File: src/rtl/wdog_pkg.sv
// Shared types for the reconfiguration recovery watchdog.
// Assumes: nothing beyond IEEE 1800-2017.
package wdog_pkg;
    typedef enum logic [1:0] {
        PH_PULSE = 2'd0,   // program line driven low
        PH_WAIT  = 2'd1,   // waiting for configuration-done
        PH_GRACE = 2'd2,   // firmware start-up allowance
        PH_ARMED = 2'd3    // refresh window enforced
    } wdog_phase_e;
endpackage

File: src/rtl/wdog_sync.sv
// Multi-flop synchronizer for an asynchronous input. The RISE_ONLY variant
// gives a one-cycle pulse per rising edge instead of the level.
// Assumes: STAGES >= 2; the input is a slow level signal.
module wdog_sync #(
    parameter int STAGES    = 2,
    parameter bit RISE_ONLY = 1'b0
) (
    input  logic clk,
    input  logic rst_n,
    input  logic d_i,
    output logic q_o
);
    logic [STAGES-1:0] chain_q;

    // Shift the raw input through the synchronizer chain.
    always_ff @(posedge clk) begin
        if (!rst_n) chain_q <= '0;
        else        chain_q <= {chain_q[STAGES-2:0], d_i};
    end

    generate
        if (RISE_ONLY) begin : g_rise
            logic last_q;
            // Remember the previous synchronized level for edge detection.
            always_ff @(posedge clk) begin
                if (!rst_n) last_q <= 1'b0;
                else        last_q <= chain_q[STAGES-1];
            end
            assign q_o = chain_q[STAGES-1] & ~last_q;
        end else begin : g_level
            assign q_o = chain_q[STAGES-1];
        end
    endgenerate
endmodule

File: src/rtl/wdog_timer.sv
// Shared down-counter. It loads on request, counts down to zero and holds there.
// Assumes: one load request per cycle at most; load wins over counting.
module wdog_timer #(
    parameter int CW       = 16,
    parameter int INIT_VAL = 3
) (
    input  logic          clk,
    input  logic          rst_n,
    input  logic          load_i,
    input  logic [CW-1:0] load_val_i,
    output logic          zero_o
);
    localparam logic [CW-1:0] INIT_C = CW'(INIT_VAL);
    logic [CW-1:0] cnt_q;

    // Load a new interval or count down toward zero.
    always_ff @(posedge clk) begin
        if (!rst_n)               cnt_q <= INIT_C;
        else if (load_i)          cnt_q <= load_val_i;
        else if (cnt_q != '0)     cnt_q <= cnt_q - 1'b1;
    end

    assign zero_o = (cnt_q == '0);
endmodule

File: src/rtl/wdog_retry.sv
// Saturating counter of configuration-done timeouts; only reset clears it.
// Assumes: bump_i is a single-cycle strobe.
module wdog_retry #(
    parameter int RW = 4
) (
    input  logic          clk,
    input  logic          rst_n,
    input  logic          bump_i,
    output logic [RW-1:0] count_o
);
    logic [RW-1:0] cnt_q;

    // Count timeouts, sticking at the maximum value.
    always_ff @(posedge clk) begin
        if (!rst_n)                 cnt_q <= '0;
        else if (bump_i && !(&cnt_q)) cnt_q <= cnt_q + 1'b1;
    end

    assign count_o = cnt_q;
endmodule

File: src/rtl/wdog_fsm.sv
// Phase sequencer: pulse -> wait for done -> grace -> armed -> pulse.
// It picks the timer interval for each phase and flags done timeouts.
// Assumes: refresh_rise_i and done_i are already synchronized.
module wdog_fsm
    import wdog_pkg::*;
#(
    parameter int CW        = 16,
    parameter int PULSE_CYC = 4,
    parameter int GRACE_CYC = 8
) (
    input  logic          clk,
    input  logic          rst_n,
    input  logic          refresh_rise_i,
    input  logic          done_i,
    input  logic          timer_zero_i,
    input  logic [CW-1:0] window_i,
    input  logic [CW-1:0] done_tmo_i,
    output wdog_phase_e   phase_o,
    output logic          load_o,
    output logic [CW-1:0] load_val_o,
    output logic          retry_bump_o
);
    localparam logic [CW-1:0] PULSE_LD = CW'(PULSE_CYC - 1);
    localparam logic [CW-1:0] GRACE_LD = CW'(GRACE_CYC - 1);

    wdog_phase_e phase_q, phase_d;

    // Hold the current phase; reset starts with a program pulse.
    always_ff @(posedge clk) begin
        if (!rst_n) phase_q <= PH_PULSE;
        else        phase_q <= phase_d;
    end

    // Choose the next phase and the interval to load into the timer.
    always_comb begin
        phase_d      = phase_q;
        load_o       = 1'b0;
        load_val_o   = '0;
        retry_bump_o = 1'b0;
        unique case (phase_q)
            PH_PULSE: begin
                if (timer_zero_i) begin
                    phase_d    = PH_WAIT;
                    load_o     = 1'b1;
                    load_val_o = done_tmo_i;
                end
            end
            PH_WAIT: begin
                if (done_i) begin
                    phase_d    = PH_GRACE;
                    load_o     = 1'b1;
                    load_val_o = GRACE_LD;
                end else if (timer_zero_i) begin
                    phase_d      = PH_PULSE;
                    load_o       = 1'b1;
                    load_val_o   = PULSE_LD;
                    retry_bump_o = 1'b1;
                end
            end
            PH_GRACE: begin
                if (timer_zero_i) begin
                    phase_d    = PH_ARMED;
                    load_o     = 1'b1;
                    load_val_o = window_i;
                end
            end
            PH_ARMED: begin
                if (timer_zero_i) begin
                    phase_d    = PH_PULSE;
                    load_o     = 1'b1;
                    load_val_o = PULSE_LD;
                end else if (refresh_rise_i) begin
                    load_o     = 1'b1;
                    load_val_o = window_i;
                end
            end
            default: phase_d = PH_PULSE;
        endcase
    end

    assign phase_o = phase_q;
endmodule

File: src/rtl/cfg_recovery_wdog.sv
// Reconfiguration recovery watchdog. It supervises a reconfigurable device
// through refresh edges and forces a full configuration reload when
// refreshes stop, retrying the reload if configuration-done never arrives.
// Assumes: PULSE_CYC >= 2, GRACE_CYC >= 1, SYNC_STAGES >= 2.
module cfg_recovery_wdog
    import wdog_pkg::*;
#(
    parameter int CW          = 16,
    parameter int RW          = 4,
    parameter int PULSE_CYC   = 4,
    parameter int GRACE_CYC   = 8,
    parameter int SYNC_STAGES = 2
) (
    input  logic          clk,
    input  logic          rst_n,
    input  logic          refresh_i,
    input  logic [CW-1:0] window_i,
    input  logic          cfg_done_i,
    input  logic [CW-1:0] done_tmo_i,
    output logic          prog_n_o,
    output logic          dev_rst_n_o,
    output logic          st_grace_o,
    output logic          st_armed_o,
    output logic          st_reload_o,
    output logic [RW-1:0] retry_cnt_o
);
    logic          refresh_rise;
    logic          done_sync;
    logic          tmr_zero;
    logic          tmr_load;
    logic [CW-1:0] tmr_val;
    logic          retry_bump;
    wdog_phase_e   phase;

    wdog_sync #(.STAGES(SYNC_STAGES), .RISE_ONLY(1'b1)) u_refresh_sync (
        .clk(clk), .rst_n(rst_n), .d_i(refresh_i), .q_o(refresh_rise)
    );

    wdog_sync #(.STAGES(SYNC_STAGES), .RISE_ONLY(1'b0)) u_done_sync (
        .clk(clk), .rst_n(rst_n), .d_i(cfg_done_i), .q_o(done_sync)
    );

    wdog_timer #(.CW(CW), .INIT_VAL(PULSE_CYC - 1)) u_timer (
        .clk(clk), .rst_n(rst_n), .load_i(tmr_load),
        .load_val_i(tmr_val), .zero_o(tmr_zero)
    );

    wdog_fsm #(.CW(CW), .PULSE_CYC(PULSE_CYC), .GRACE_CYC(GRACE_CYC)) u_fsm (
        .clk(clk), .rst_n(rst_n), .refresh_rise_i(refresh_rise),
        .done_i(done_sync), .timer_zero_i(tmr_zero),
        .window_i(window_i), .done_tmo_i(done_tmo_i),
        .phase_o(phase), .load_o(tmr_load), .load_val_o(tmr_val),
        .retry_bump_o(retry_bump)
    );

    wdog_retry #(.RW(RW)) u_retry (
        .clk(clk), .rst_n(rst_n), .bump_i(retry_bump), .count_o(retry_cnt_o)
    );

    // Decode the registered phase onto the device pins and status flags.
    always_comb begin
        prog_n_o    = (phase != PH_PULSE);
        st_reload_o = (phase == PH_PULSE) || (phase == PH_WAIT);
        st_grace_o  = (phase == PH_GRACE);
        st_armed_o  = (phase == PH_ARMED);
        dev_rst_n_o = !st_reload_o;
    end
endmodule

File: config.mk
export PLATFORM = sky130hd
export DESIGN_NAME = cfg_recovery_wdog
export DESIGN_NICKNAME = d
export VERILOG_FILES = /design/src/rtl/wdog_pkg.sv /design/src/rtl/wdog_sync.sv /design/src/rtl/wdog_timer.sv /design/src/rtl/wdog_retry.sv /design/src/rtl/wdog_fsm.sv /design/src/rtl/cfg_recovery_wdog.sv
export SDC_FILE = /design/constraint.sdc
export NUM_CORES = 1
export LEC_CHECK = 0
export ABC_AREA = 1
export BUFFER_PORTS_ARGS = -buffer_cell sky130_fd_sc_hd__buf_2
export CORE_UTILIZATION = 55
export CTS_CLUSTER_DIAMETER = 30
export DETAILED_ROUTE_END_ITERATION = 8
export PLACE_DENSITY = 0.9
export SETUP_SLACK_MARGIN = 0.02
export SYNTH_ARGS = -nofsm -noshare
export SYNTH_HDL_FRONTEND = slang
export SYNTH_HIERARCHICAL = 1
export SYNTH_SLANG_ARGS = --single-unit
File: constraint.sdc
create_clock -name clk -period 2.92 [get_ports clk]
set_input_delay 0.292 -clock clk [delete_from_list [all_inputs] [get_ports clk]]
set_output_delay 0.292 -clock clk [all_outputs]
set_load 0.02 [all_outputs]
==> results.py <==
metrics = {
    "outcome": {
        "status": "completed",
    },
    "place": {
        "dpl.hpwl_mm": 3.954,
        "postPlaceCellArea_mm2": 0.002291,
        "io_buffers": 44,
        "place_congestion": 0.9762,
    },
    "power": {
        "p_leak_uw": 0.001232,
        "ir_drop_mv": 0.4129,
        "powerDensity_mw_per_mm2": 699.8,
        "finalPower_uw": 1638,
    },
    "worst_setup_path": {
        "critPathRequiredTime_ps": 3080,
        "cp-endpoint": "u_timer/cnt_q[1]",
        "crit_type": "reg -> reg",
        "cp-start-kind": "register",
        "reg2reg_slack_ps": 560,
        "path_max_fanout": 10,
        "r2r_end": "u_timer/cnt_q[1]",
        "worstSetupStartpoint": "u_timer/cnt_q[0]",
        "r2r.worst_path.cells": 12,
        "r2r_start": "u_timer/cnt_q[0]",
        "end_kind": "register",
        "arrival_ps": 2520,
    },
    "global_routing": {
        "grt_usage": 0.2636,
        "grt_pass1_wl_mm": 8.576,
        "gr-total-overflow": 0,
        "grt_max_degree": 37,
        "grt_pass1_vias": 1984,
        "antenna_found_initial": 0,
    },
    "timing": {
        "fin_crit_ps": 2357,
        "finClkSkew_ps": 3.039,
        "hold_viol_final": 0,
        "relSlewSlack": 0.5915,
        "final.setup.tns_ps": 0,
        "period_share": 0.8072,
        "rsz0062_at_grt": "false",
        "worst_pin_slew_ps": 612.2,
        "drv_slew": 0,
        "setup_viol": 0,
        "max_freq_ghz": 0.4243,
    },
    "final_layout": {
        "antennaDiodeCount": 0,
        "final_area_mm2": 0.002341,
        "layout_common_cells": "nand2_1, nand3_1, nor2_1",
        "mostFrequentLayoutCell": "nand2_1",
        "fillers": 361,
        "layout-drive-gt1-share": 0.1969,
        "final_util": 0.6394,
        "areaGrowthSynthToFinish_pct": 12.04,
        "nNetsFinal": 420,
    },
    "hold_path": {
        "hp-class": "in -> reg",
        "holdCritStartpoint": "cfg_done_i",
        "holdPathStages": 3,
    },
    "clock_network": {
        "post_cts_resized": 0,
        "cts_tree": "done",
        "clkLatencyLatePin_ps": 280,
        "cts_sinks": 27,
        "postCtsSetupBuffers": 0,
        "cts_buffer_depth": 2,
        "cts-root-buf": "clkbuf_8",
        "hold_buffers": 0,
        "cts_buffers": 3,
        "htree_levels": 1,
        "clkTransAtPathRegs_ps": 100,
    },
    "logic_synthesis": {
        "synth_edf_count": 0,
        "synth_top_family_by_area": "simple AND/OR/NAND/NOR gates",
        "synthMuxAreaShare": 0,
        "synthesis.nets": 383,
        "synth_area_leaders": "dfxtp_1, nand3_1, nand2_1",
        "syn-cell-area_mm2": 0.002090,
        "synth_warnings": 6,
        "synth_cells": 345,
        "yosys.area_share.simple": 0.5455,
        "synthDistinctLibCells": 27,
        "ys_seq_elements": 27,
        "synth_compound_area_frac": 0.03473,
        "ys_seq_area_frac": 0.2587,
        "synth-xor-area-share": 0.02096,
        "synthFlopType": "dfxtp_1",
        "synth.top_cell.area_share": 0.2587,
        "async_flop_share": 0,
        "synth_area_per_cell_um2": 6.057,
        "synth_fa_ha_area_frac": 0.01198,
        "yosys.area.top_type": "dfxtp_1",
    },
    "drt": {
        "avgRoutedWirePerCell_um": 11.76,
        "antenna_left": 0,
        "viasPerCell": 5.275,
        "drt_wl_total_mm": 5.043,
        "drt_iter0_markers": 147,
        "post-route-drc-count": 0,
        "drt_pass1_iterations": 5,
        "vias": 2263,
    },
    "die": {
        "die_h_um": 63.64,
        "chipWidth_um": 63.64,
        "coreArea_mm2": 0.003661,
        "io_pins": 45,
        "fp.dieArea_mm2": 0.004049,
        "row_count": 22,
        "start_util": 0.5707,
    },
    "run": {
        "max-cap-violations": 0,
    },
}
[per-stage QoR]
stage / setup slack [ps] / std cells / hold WS [ps]
after floorplan: 509.7 / 345 / 376.7
after global placement: 739.7 / 425 / 388.6
after detailed placement: 633.3 / 425 / 396.0
after CTS: 621.5 / 429 / 187.5
after global routing: 352.5 / 429 / 189.6
final: 563.1 / 429 / 189.7
[worst min path at each step]
stage                           endpoint  slack, ps
2_1_floorplan           u_timer/cnt_q[1]        380
3_3_place_gp   u_refresh_sync/chain_q[1]        390
3_5_place_dp      u_done_sync/chain_q[1]        400
4_1_cts           u_done_sync/chain_q[0]        190
5_1_grt           u_done_sync/chain_q[0]        190
6_report          u_done_sync/chain_q[0]        190
[cell families (layout without fill, tap and decap cells)]
| logic type | count (synthesis) | after routing |
|---|---|---|
| AO/OA/AOI/OAI | 13 | 13 |
| XOR/XNOR | 5 | 5 |
| adder cells (fa/ha/maj) | 2 | 2 |
| buffers and inverters | 57 | 93 |
| flip-flops | 27 | 27 |
| AND/OR/NAND/NOR | 241 | 241 |
[layout make-up]
type	instances	area (µm²)	share of cell area
Sequential cell	27	540.5	0.2309
Timing Repair Buffer	48	250.2	0.1069
Clock inverter	1	8.758	0.003741
Clock buffer	3	41.29	0.01764
Inverter	41	153.9	0.06574
Multi-Input combinational cell	261	1286	0.5494
Tap cell	48	60.06	0.02565
[cell usage after synthesis (all sizes together) (2+ instances only)]
cell type and number:
nand2 87, nand3 70, nor2 60, inv 41, dfxtp 27, nand4 18, buf 13, a21oi 5
o21ai 5, nor3 4, clkbuf 3, xor2 3, ha 2, xnor2 2
[where the power goes]
part	leakage, µW	switching [µW]	internal, µW
combinational	0.000986	586	306
clock	0.0000261	125	100
sequential	0.000220	81.7	439
total	0.00123	793	845
[state kept, by name (all words and copies together), names as in the netlist]
name	flops
u_done_sync/chain_q	2
u_refresh_sync/g_rise.last_q	1
u_retry/count_o	4
u_timer/cnt_q	16
u_fsm/phase_o	2
u_refresh_sync/chain_q	2
[metal layers]
layer | track usage | share of wire | up-vias
li1 | - | - | 1190
met1 | 0.3289 | 0.45 | 1009
met2 | 0.4774 | 0.50 | 56
met3 | 0.03986 | 0.036 | 8
met4 | 0.04261 | 0.011 | 0
met5 | 0 | 0 | -
[critical path, stage by stage, from the launching register on]
cell and delay, ps:
dfxtp_1 340, inv_1 70, ha_1 240, nand2_2 170, nor2_8 60, nand3b_1 120
nor3_2 60, inv_1 270, nand3_1 160, inv_1 200, nand4_1 290, o211ai_1 180
nand3_1 90
No activity file was read; power rests on OpenSTA's default activity.
